`src/rtl/spi_ctl_pkg.sv`:
```
package spi_ctl_pkg;
    localparam int DATA_W = 16;
    localparam int NSEL   = 4;
    localparam int LEN_W  = $clog2(DATA_W);
    localparam int CTL_W  = 12;
    localparam int WORD_W = DATA_W + CTL_W;

    typedef enum logic [1:0] {
        WM_BOTH = 2'd0,
        WM_DATA = 2'd1,
        WM_CTL  = 2'd2,
        WM_NONE = 2'd3
    } wr_mode_e;

    // Layout matches bits 27:16 of the written word.
    typedef struct packed {
        logic [LEN_W-1:0]            len_m1;
        logic [CTL_W-LEN_W-NSEL-1:0] spare;
        logic [NSEL-1:0]             ssel_n;
    } ctl_t;
endpackage

```
`src/rtl/spi_ctl_regs.sv`:
```
module spi_ctl_regs
    import spi_ctl_pkg::*;
(
    input  logic                 clk,
    input  logic                 rst_n,
    input  logic                 wr_en,
    input  logic [1:0]           wr_mode,
    input  logic [WORD_W-1:0]    wr_word,
    input  logic                 take,
    output logic                 hold_v,
    output logic [DATA_W-1:0]    hold_data,
    output ctl_t                 hold_ctl
);
    typedef struct packed {
        ctl_t              shared;
        logic              hold_v;
        logic [DATA_W-1:0] hold_data;
        ctl_t              hold_ctl;
    } regs_t;

    regs_t q, d;
    ctl_t  new_ctl;

    always_comb begin
        new_ctl = ctl_t'(wr_word[WORD_W-1:DATA_W]);
        d = q;
        if (take) d.hold_v = 1'b0;
        if (wr_en) begin
            unique case (wr_mode_e'(wr_mode))
                WM_BOTH: if (!q.hold_v) begin
                    d.shared    = new_ctl;
                    d.hold_v    = 1'b1;
                    d.hold_data = wr_word[DATA_W-1:0];
                    d.hold_ctl  = new_ctl;
                end
                WM_DATA: if (!q.hold_v) begin
                    d.hold_v    = 1'b1;
                    d.hold_data = wr_word[DATA_W-1:0];
                    d.hold_ctl  = q.shared;
                end
                WM_CTL:  d.shared = new_ctl;
                default: ;
            endcase
        end
    end

    always_ff @(posedge clk or negedge rst_n) begin
        if (!rst_n) q <= '0;
        else        q <= d;
    end

    assign hold_v    = q.hold_v;
    assign hold_data = q.hold_data;
    assign hold_ctl  = q.hold_ctl;

    // a data write into a full slot leaves the pending word untouched
    p_full_ignore_r8: assert property (@(posedge clk) disable iff (!rst_n)
        (wr_en && (wr_mode == 2'd0 || wr_mode == 2'd1) && hold_v && !take)
        |=> (hold_v && $stable(hold_data) && $stable(hold_ctl)));

    // a control-only write never fills the slot
    p_ctl_no_fill_r4: assert property (@(posedge clk) disable iff (!rst_n)
        (wr_en && wr_mode == 2'd2 && !hold_v) |=> !hold_v);
endmodule

```
`src/rtl/spi_ctl_shifter.sv`:
```
module spi_ctl_shifter
    import spi_ctl_pkg::*;
#(
    parameter int DIV_HALF = 2
) (
    input  logic              clk,
    input  logic              rst_n,
    input  logic              hold_v,
    input  logic [DATA_W-1:0] hold_data,
    input  ctl_t              hold_ctl,
    input  logic              miso,
    input  logic              rx_rd,
    output logic              take,
    output logic              busy,
    output logic [NSEL-1:0]   ssel_n,
    output logic              sclk,
    output logic              mosi,
    output logic [DATA_W-1:0] rx_data,
    output logic              rx_valid
);
    localparam int CW = $clog2(DIV_HALF + 1);
    localparam logic [CW-1:0] CNT_TOP = CW'(DIV_HALF - 1);

    typedef struct packed {
        logic              busy;
        logic              phase;
        logic [CW-1:0]     cnt;
        logic [LEN_W-1:0]  bitcnt;
        logic [LEN_W-1:0]  len_m1;
        logic [NSEL-1:0]   ssel_n;
        logic [DATA_W-1:0] tx_sh;
        logic [DATA_W-1:0] rx_sh;
        logic [DATA_W-1:0] rx_data;
        logic              rx_valid;
    } sh_t;

    sh_t  q, d;
    logic done;
    logic unused_spare;

    assign unused_spare = ^hold_ctl.spare;

    always_comb begin
        d    = q;
        take = 1'b0;
        done = 1'b0;
        if (rx_rd) d.rx_valid = 1'b0;
        if (q.busy) begin
            if (q.cnt == CNT_TOP) begin
                d.cnt = '0;
                if (!q.phase) begin
                    d.phase = 1'b1;
                    d.rx_sh = {q.rx_sh[DATA_W-2:0], miso};
                end else begin
                    d.phase = 1'b0;
                    if (q.bitcnt == q.len_m1) begin
                        done       = 1'b1;
                        d.busy     = 1'b0;
                        d.rx_data  = q.rx_sh;
                        d.rx_valid = 1'b1;
                    end else begin
                        d.bitcnt = q.bitcnt + 1'b1;
                        d.tx_sh  = {q.tx_sh[DATA_W-2:0], 1'b0};
                    end
                end
            end else begin
                d.cnt = q.cnt + 1'b1;
            end
        end
        if (hold_v && (!q.busy || done)) begin
            take     = 1'b1;
            d.busy   = 1'b1;
            d.phase  = 1'b0;
            d.cnt    = '0;
            d.bitcnt = '0;
            d.len_m1 = hold_ctl.len_m1;
            d.ssel_n = hold_ctl.ssel_n;
            d.tx_sh  = hold_data << (LEN_W'(DATA_W - 1) - hold_ctl.len_m1);
            d.rx_sh  = '0;
        end
    end

    always_ff @(posedge clk or negedge rst_n) begin
        if (!rst_n) q <= '0;
        else        q <= d;
    end

    assign busy     = q.busy;
    assign ssel_n   = q.ssel_n;
    assign sclk     = q.busy & q.phase;
    assign mosi     = q.tx_sh[DATA_W-1];
    assign rx_data  = q.rx_data;
    assign rx_valid = q.rx_valid;

    // length and pattern hold still for the whole frame
    p_ctl_latched_r5: assert property (@(posedge clk) disable iff (!rst_n)
        (q.busy && !take) |=> ($stable(q.len_m1) && $stable(q.ssel_n)));

    // the bit counter never runs past the latched length
    p_bit_bound_r10: assert property (@(posedge clk) disable iff (!rst_n)
        q.busy |-> (q.bitcnt <= q.len_m1));

    // mosi does not move while sclk is high
    p_mosi_steady_r2: assert property (@(posedge clk) disable iff (!rst_n)
        (sclk && $past(sclk)) |-> $stable(mosi));

    // a new frame result appears only right after a high sclk phase
    p_valid_at_end_r6: assert property (@(posedge clk) disable iff (!rst_n)
        $rose(rx_valid) |-> $past(sclk));
endmodule

```
`src/rtl/spi_ctl_ssel.sv`:
```
module spi_ctl_ssel
    import spi_ctl_pkg::*;
(
    input  logic            clk,
    input  logic            rst_n,
    input  logic            busy,
    input  logic [NSEL-1:0] ssel_n,
    input  logic [NSEL-1:0] sel_inv,
    output logic [NSEL-1:0] ssel_o
);
    for (genvar i = 0; i < NSEL; i++) begin : g_pin
        logic active;
        assign active    = busy & ~ssel_n[i];
        assign ssel_o[i] = active ? sel_inv[i] : ~sel_inv[i];
    end

    // with no frame running every pin sits at its inactive level
    p_idle_pins_r7: assert property (@(posedge clk) disable iff (!rst_n)
        !busy |-> (ssel_o == ~sel_inv));
endmodule

```
`src/rtl/spi_ctl_master.sv`:
```
module spi_ctl_master
    import spi_ctl_pkg::*;
#(
    parameter int DIV_HALF = 2
) (
    input  logic              clk,
    input  logic              rst_n,
    input  logic              wr_en,
    input  logic [1:0]        wr_mode,
    input  logic [WORD_W-1:0] wr_word,
    input  logic [NSEL-1:0]   sel_inv,
    input  logic              rx_rd,
    input  logic              miso,
    output logic              tx_ready,
    output logic [DATA_W-1:0] rx_data,
    output logic              rx_valid,
    output logic              sclk,
    output logic              mosi,
    output logic [NSEL-1:0]   ssel_o
);
    logic              hold_v, take, busy;
    logic [DATA_W-1:0] hold_data;
    ctl_t              hold_ctl;
    logic [NSEL-1:0]   lat_ssel_n;

    spi_ctl_regs u_regs (
        .clk(clk), .rst_n(rst_n), .wr_en(wr_en), .wr_mode(wr_mode),
        .wr_word(wr_word), .take(take), .hold_v(hold_v),
        .hold_data(hold_data), .hold_ctl(hold_ctl)
    );

    spi_ctl_shifter #(.DIV_HALF(DIV_HALF)) u_shift (
        .clk(clk), .rst_n(rst_n), .hold_v(hold_v), .hold_data(hold_data),
        .hold_ctl(hold_ctl), .miso(miso), .rx_rd(rx_rd), .take(take),
        .busy(busy), .ssel_n(lat_ssel_n), .sclk(sclk), .mosi(mosi),
        .rx_data(rx_data), .rx_valid(rx_valid)
    );

    spi_ctl_ssel u_ssel (
        .clk(clk), .rst_n(rst_n), .busy(busy), .ssel_n(lat_ssel_n),
        .sel_inv(sel_inv), .ssel_o(ssel_o)
    );

    assign tx_ready = ~hold_v;

    // the slot is taken only when it holds a word
    p_take_full_r8: assert property (@(posedge clk) disable iff (!rst_n)
        take |-> !tx_ready);
endmodule

```
`config.mk`:
```
export PLATFORM = sky130hd
export DESIGN_NAME = spi_ctl_master
export DESIGN_NICKNAME = d
export VERILOG_FILES = /design/src/rtl/spi_ctl_pkg.sv /design/src/rtl/spi_ctl_regs.sv /design/src/rtl/spi_ctl_shifter.sv /design/src/rtl/spi_ctl_ssel.sv /design/src/rtl/spi_ctl_master.sv
export SDC_FILE = /design/constraint.sdc
export NUM_CORES = 1
export LEC_CHECK = 0
export ABC_CLOCK_PERIOD_IN_PS = 2500
export BUFFER_PORTS_ARGS = -buffer_cell sky130_fd_sc_hd__buf_4
export CAP_MARGIN = 10
export CORE_ASPECT_RATIO = 1.2
export CORE_MARGIN = 4
export CORE_UTILIZATION = 30
export CTS_BUF_LIST = sky130_fd_sc_hd__clkbuf_2
export CTS_CLUSTER_SIZE = 25
export DETAILED_ROUTE_END_ITERATION = 10
export PLACE_DENSITY = 0.55
export SYNTH_ARGS = -nofsm -noshare
export SYNTH_HDL_FRONTEND = slang
export SYNTH_SLANG_ARGS = --single-unit
```
`constraint.sdc`:
```
create_clock -name clk -period 2.5 [get_ports clk]
set_input_delay 0.375 -clock clk [delete_from_list [all_inputs] [get_ports clk]]
set_output_delay 0.375 -clock clk [all_outputs]
set_load 0.03 [all_outputs]
```
==> impl_results.md, run 1 <==
* Status: finished, final reports clean
* Layout cells sized above 1 at 31.7%
* Critical path's slowest cell: or4_4
* Port Buffers at 58
* Max Cap Violations at 0
* Top cells by area, synth: dfrtp_1, mux2_2, nand2_1
* Reg clk slew, reported paths at around 0.24 ns
* Largest net degree at the start of global routing at 47
* DRT Pass-1 Iters at 4
* Design Power at 6500 uW
* Post-synth top area cell: dfrtp_1
* Number of enable flip-flop cells after synthesis at 0
* Rows at 50
* Endpoints failing setup at 0
* Maximum root-to-sink buffer count at 2
* Drc violations at 0
* PwrDens at 1120 nW/um^2
* GP Congestion at roughly 0.79
* Top-count cell post-synth: dfrtp_1
* Crit path kind: flop to flop
* Num ports at 63
* CP endpoint kind: flop
* Cell variety after synth at between 40 and 50
* DP HPWL at approximately 7 mm
* Critical R2R Launch: u_shift.q[57]$_DFFE_PN0P_
* HP Start: wr_en
* Critical Path RT at 2.97 ns
* FF-to-FF path depth at 5
* Final WL at 9.50 mm
* Warnings from Yosys at 0
* Final ANT Viol Nets at 0
* Setup Total Neg Slack at 0 ns
* Initial cell density of the core at 30.9%
* Final period utilization at roughly nine tenths
* Placeable Area at 15800 um^2
* Nature of the critical path startpoint: flop
* Fmax at between 0.4 and 0.5 GHz
* Top delay family on crit path: simple AND/OR/NAND/NOR gates
* Critical Path AT at approximately 2.7 ns
* NumNets Final at 537
* Vias in the first global route at 3427
* Hold Path Depth at 4
* RSZ-0062 raised after global routing: no
* Largest fanout on the critical path at 30
* Gr usage total at 10.8%
* DR vias/cell at approximately 4.7
* Final Max Slew Viols at 0
* Initial antenna violation count at 1
* DR vias at 3353
* Least-Margin Pin Slew at 0.693 ns
* First-pass GRT wire length at 16.6 mm
* Hold crit path type: input pin to flop
* H-tree Lvls at 3
* Min Tclk post-route at about 2.3 ns
* Crit path largest cell delay at 0.59 ns
* Cells after Synth at between 400 and 500
* Root Buffer: clkbuf_2
* Hold EP: u_regs.hold_ctl[2]$_DFFE_PN0P_
* TritonCTS clock tree: done
* Seq cells post-synth at 98
* Top cell type's share of synthesized area at between 50% and 60%
* Synth Cell Area at a little under 5000 um^2
* Net Count, Synth at 475
* Worst rel slew slack at 53.8%
* Leak pwr at 0.00256 uW
* Die area at 18400 um^2
* Clk Latency, worst-skew pair at 0.56 ns
* Worst Skew at 0.0230 ns
* Synth cell count leaders: dfrtp_1, nand2_1, mux2_2
* Die span in y at about 150 um
* Initial DRC Count at between 150 and 200
* Clock sink count at 98
* Num CTS Buffers at 9
* Area Growth Syn to Fin at 18.3%
* WL per Instance at 13.4 um
* Post-synthesis sequential area ratio at 50.1%
* Syn Area/Cell at between 10 and 15 um^2
* Max rail drop VDD at a little under 400 uV
* Worst R2R Setup Slack at 0.24 ns
* Final Hold Fails at 0
* Fraction of registers with async set/reset at between 90% and 100%
* Terminus of the critical flop-to-flop path: u_shift.ssel_n[1]$_DFFE_PN0N_
* Ys flop type: dfrtp_1
* Worst path cell trace: xor2_1, or4_4, o31ai_4, buf_12, mux2_2
* Gr ovfl total at 0
* WP buf/inv at 1
* Die Wd at 125 um
## layout by cell type, fill, tap and decap left out, types with 4 or more instances in the layout
master          n
a21oi_1         4
a32oi_1         6
buf_4          68
clkbuf_2       10
dfrtp_1        98
dlygate4sd3_1  27
inv_1           6
mux2_2         53
mux2i_1        19
mux4_2         10
nand2_1        73
nand3_1         6
nor2_1         13
nor2b_1         8
o211ai_1        8
o21ai_0        35
o21ai_2         6
o311ai_0        4
xnor2_1         5
xor2_1          4
## where the power goes
part	internal, uW	total (uW)	switching, uW
sequential	2180	2740	558
combinational	1470	3130	1670
clock	126	631	505
total	3770	6500	2730
## registers in the layout, summed over array words and instances (netlist names)
signal,flops
u_shift.busy,1
u_shift.ssel_n,4
u_shift.q,42
u_shift.mosi,1
u_shift.rx_data,16
u_shift.rx_valid,1
u_regs.hold_v,1
u_regs.q,8
u_regs.hold_data,16
u_regs.hold_ctl,8
## final cells by class
class                   count  area (um^2)
clock buffers              10         50.0
flip-flops and latches     98         2450
well taps                 208          260
multi-input cells         285         2150
inverters                   6         22.5
diodes                      1         2.50
repair buffers             97          821
clock inverters             6         33.8
fillers                  1591        10000
## metal layers
metal / global-route usage [%] / up-vias / share of wire [%]
li1: - / 1649 / -
met1: 13.4 / 1636 / 44
met2: 18.3 / 54 / 51
met3: 2.39 / 14 / 3.4
met4: 4.50 / 0 / 1.8
met5: 0 / - / 0
## worst register-to-register path: stages, from the launching register on
cell and delay (ns):
dfrtp_1 0.48, xor2_1 0.22, or4_4 0.59, o31ai_4 0.31
buf_12 0.22, mux2_2 0.35
## worst max-delay path by stage
stage,from,endpoint,slack [ns],cells past startpoint
after global routing,u_regs.hold_ctl[8]$_DFFE_PN0P_,u_shift.q[47]$_DFFE_PN0P_,0.08,6
final,u_shift.q[57]$_DFFE_PN0P_,u_shift.ssel_n[1]$_DFFE_PN0N_,0.24,5
after floorplan,u_shift.q[57]$_DFFE_PN0P_,u_shift.ssel_n[3]$_DFFE_PN0N_,0.36,6
after detailed placement,u_shift.q[57]$_DFFE_PN0P_,u_shift.q[54]$_DFFE_PN0N_,0.26,5
after CTS,u_shift.q[57]$_DFFE_PN0P_,u_shift.q[54]$_DFFE_PN0N_,0.24,5
after global placement,u_shift.q[57]$_DFFE_PN0P_,u_shift.q[53]$_DFFE_PN0N_,0.31,5
## timing repair
item | in CTS | in global routing
endpoints found under the hold margin | 53 | 0
buffers inserted | 0 | 0
hold buffers | 27 | 0
gates resized for setup | 0 | 0
## metrics by stage
stage	hold WS (ns)	std cells	cell area (um^2)	util, %	setup WS, ns
after global routing	0.157	711	5790	36.6	0.0779
after global placement	0.321	667	5440	34.4	0.312
after floorplan	0.0794	435	4900	-	0.356
final	0.197	711	5790	36.6	0.243
after CTS	0.114	710	5790	36.6	0.238
after detailed placement	0.322	667	5440	34.4	0.261
## logic make-up (layout without fill, tap and decap cells)
family          Yosys count  after routing  share of synthesized area [%]
simple gates            116            116                           10.8
flops                    98             98                           50.1
mux                      82             82                           20.7
compound gates           77             77                           10.6
buf+inv                  52            119                           5.98
xor+xnor                  9              9                           1.61
fa+ha+maj                 1              1                          0.255
other cells               0              1                              0
Note: power is estimated with default switching activity, not from simulation.
==> run 2: changes to the inputs <==
- REMOVE_ABC_BUFFERS: not set -> 1
==> run 2 against run 1 <==
Compared with the run above:
- global-route usage increased by 0.053 points
- non-clock buffer count is 1 higher
- die area unchanged
- total power is 2.9% higher
- sequential cell count unchanged
- first-iteration DRC count down 3.6%
- critical path type unchanged
==> impl_results.md, run 2 (synthesized netlist as in run 1, its figures left out) <==
* Status: finished, final reports clean
* Met1 GRT Util at 13.6% (+0.18 points)
* Die area at 18400 um^2 (unchanged)
* Fmax at 0.440 GHz (-0.80%)
* Final WL at 9.51 mm (about the same)
* Max Cap Violations at 0 (unchanged)
* Die Wd at 125 um (unchanged)
* Register bank with the most flops: u_shift.q
* Layout cells sized above 1 at 31.6% (-0.063 points)
* Pre-CTS setup slack at 0.271 ns (+0.00977 ns)
* Setup ws final at 0.225 ns (-0.0181 ns)
* Least-Margin Pin Slew at 0.758 ns (+0.0645 ns)
* Met2 Use GR at 17.9% (-0.38 points)
* Port Buffers at 58 (unchanged)
* Rows at 50 (unchanged)
* Worst Skew at 0.0405 ns (+0.0175 ns)
* Hold_ws at 0.143 ns (-0.0549 ns)
* Endpoints failing setup at 0 (unchanged)
* Final period utilization at 91.0% (+0.72 points)
* Placeable Area at 15800 um^2 (unchanged)
* Num CTS Buffers at 9 (unchanged)
* H-tree Lvls at 3 (unchanged)
* DRT Pass-1 Iters at 4 (unchanged)
* Cells after DPL at 666 (-0.15%)
* Gr usage total at 10.9% (+0.053 points)
* Drc violations at 0 (unchanged)
* First-pass GRT wire length at 16.5 mm (-0.75%)
* DP HPWL at 6.75 mm (-3.6%)
* Maximum root-to-sink buffer count at 2 (unchanged)
* Global-route met3 utilization at 2.31% (-0.072 points)
* Largest fanout on the critical path at 30 (unchanged)
* Final Max Slew Viols at 0 (unchanged)
* TritonCTS clock tree: done
* Clk Latency, worst-skew pair at 0.61 ns (+0.05 ns)
* Crit path largest cell delay at 0.59 ns (about the same)
* CTS resizes at 0 (unchanged)
* Clk pwr share at 12.5% (+2.8 points)
* Initial antenna violation count at 1 (unchanged)
* Cell internal pwr at 3890 uW (+3.2%)
* Gr ovfl total at 0 (unchanged)
* Crit path kind: flop to flop
* Worst rel slew slack at 49.5% (-4.3 points)
* Max FFs per register at 42 (unchanged)
* Commonest non-fill, non-tap cell in the layout: dfrtp_1
* Core Util, Final at 37.0% (+0.37 points)
* Num ports at 63 (unchanged)
* Most Crowded Layer GR: met2
* Clock sink count at 98 (unchanged)
* Switching part of the total at 41.8% (-0.17 points)
* Reg clk slew, reported paths at 0.30 ns (+0.06 ns)
* Initial DRC Count at 186 (-3.6%)
* DR vias/cell at 4.74 (+0.46%)
* Setup Total Neg Slack at 0 ns (unchanged)
* Largest net degree at the start of global routing at 48 (+2.1%)
* WL per Instance at 13.4 um (about the same)
* Final ANT Viol Nets at 0 (unchanged)
* GP Congestion at 0.790 (-0.20%)
* Root Buffer: clkbuf_2
* Critical path's slowest cell: or4_4
* DR vias at 3373 (+0.60%)
* Area Growth Syn to Fin at 19.5%
* Min Tclk post-route at 2.27 ns (+0.0181 ns)
* Nature of the critical path startpoint: flop
* CP endpoint kind: flop
* Critical Path RT at 3.02 ns (+0.05 ns)
* Initial cell density of the core at 30.9% (unchanged)
* Leak pwr at 0.00258 uW (+0.72%)
* Combinational cell fraction of total power at 46.5% (-1.7 points)
* Vias in the first global route at 3342 (-2.5%)
* Flop pwr share at 41.1% (-1.0 points)
* RSZ-0062 raised after global routing: no
* Critical Path AT at 2.79 ns (+0.06 ns)
* Final Hold Fails at 0 (unchanged)
* Final std cells w/o fill at 712 (+0.14%)
* P_sw at 2800 uW (+2.4%)
* Worst path cell trace: xor2_1, or4_4, o31ai_4, buf_12, mux2_2
* Hold crit path type: input pin to flop
* Max rail drop VDD at 431 uV (+9.3%)
* PwrDens at 1140 nW/um^2 (+1.8%)
* NumNets Final at 538 (+0.19%)
* Die span in y at 148 um (unchanged)
* Most frequent cells in the layout: dfrtp_1, nand2_1, buf_4
## run 2: cell count changes in the layout (fill, tap and decap cells not counted)
cell | previous run | this run
buf_4 | 68 | 67
bufinv_16 | 0 | 1
clkinv_1 | 1 | 0
clkinv_2 | 3 | 0
clkbuf_2 | 10 | 9
dlygate4sd3_1 | 27 | 29
clkinv_4 | 0 | 1
inv_8 | 0 | 2
inv_6 | 0 | 1
## run 2: repair_timing
action | CTS | global route
buffers inserted | 0 | 0
hold buffers | 29 | 0
hold endpoints to repair | 118 | 0
## run 2: worst paths after layout
| check | start | slack, ns | cells after the start | end |
|---|---|---|---|---|
| worst max-delay path | u_shift.q[57]$_DFFE_PN0P_ | 0.23 | 5 | u_shift.ssel_n[1]$_DFFE_PN0N_ |
| worst min-delay path | wr_mode[0] | 0.14 | 3 | u_regs.hold_ctl[3]$_DFFE_PN0P_ |
| worst max register to register | u_shift.q[57]$_DFFE_PN0P_ | 0.23 | 5 | u_shift.ssel_n[1]$_DFFE_PN0N_ |
| worst min register to register | u_shift.q[29]$_DFFE_PN0P_ | 0.50 | 2 | u_shift.q[30]$_DFFE_PN0P_ |
| max in group asynchronous | rst_n | 1.64 | 3 | u_shift.q[27]$_DFFE_PN0P_ |
| min in group asynchronous | rst_n | 0.19 | 2 | u_shift.q[26]$_DFFE_PN0P_ |
## run 2: per-layer routing
metal | routed length, um | up-vias
met5 | 0 | -
met4 | 175 | 0
met3 | 407 | 12
met2 | 4740 | 66
met1 | 4190 | 1650
li1 | - | 1645
## run 2: critical path: cells and delay by family, from the launching register on
family          cells  cell delay, ns
flops               1            0.50
mux                 1            0.35
compound gates      1            0.30
buf+inv             1            0.22
simple gates        1            0.59
xor+xnor            1            0.21
## run 2: per-stage QoR
stage / instance area [um^2] / total power (uW)
floorplan: 4630 / 4880
detailed placement: 5430 / 5910
global placement: 5430 / 5830
CTS: 5850 / 6800
finish: 5850 / 6690
global route: 5850 / 7240
## run 2: area by class of cell
class                           instances  area, um^2
Timing Repair Buffer                   98         833
Sequential cell                        98        2450
Clock inverter                          7        85.1
Multi-Input combinational cell        285        2150
Fill cell                            1572        9970
Clock buffer                            9        45.0
Inverter                                6        22.5
Antenna cell                            1        2.50
Tap cell                              208         260
## run 2: power by group through the flow
stage                     Sequential, uW  Combinational (uW)  Clock [uW]
after CTS                           2750                3150         891
final                               2750                3110         834
after floorplan                     2850                2030           0
after global placement              2770                3060           0
after detailed placement            2800                3110           0
after global routing                2860                3430         944
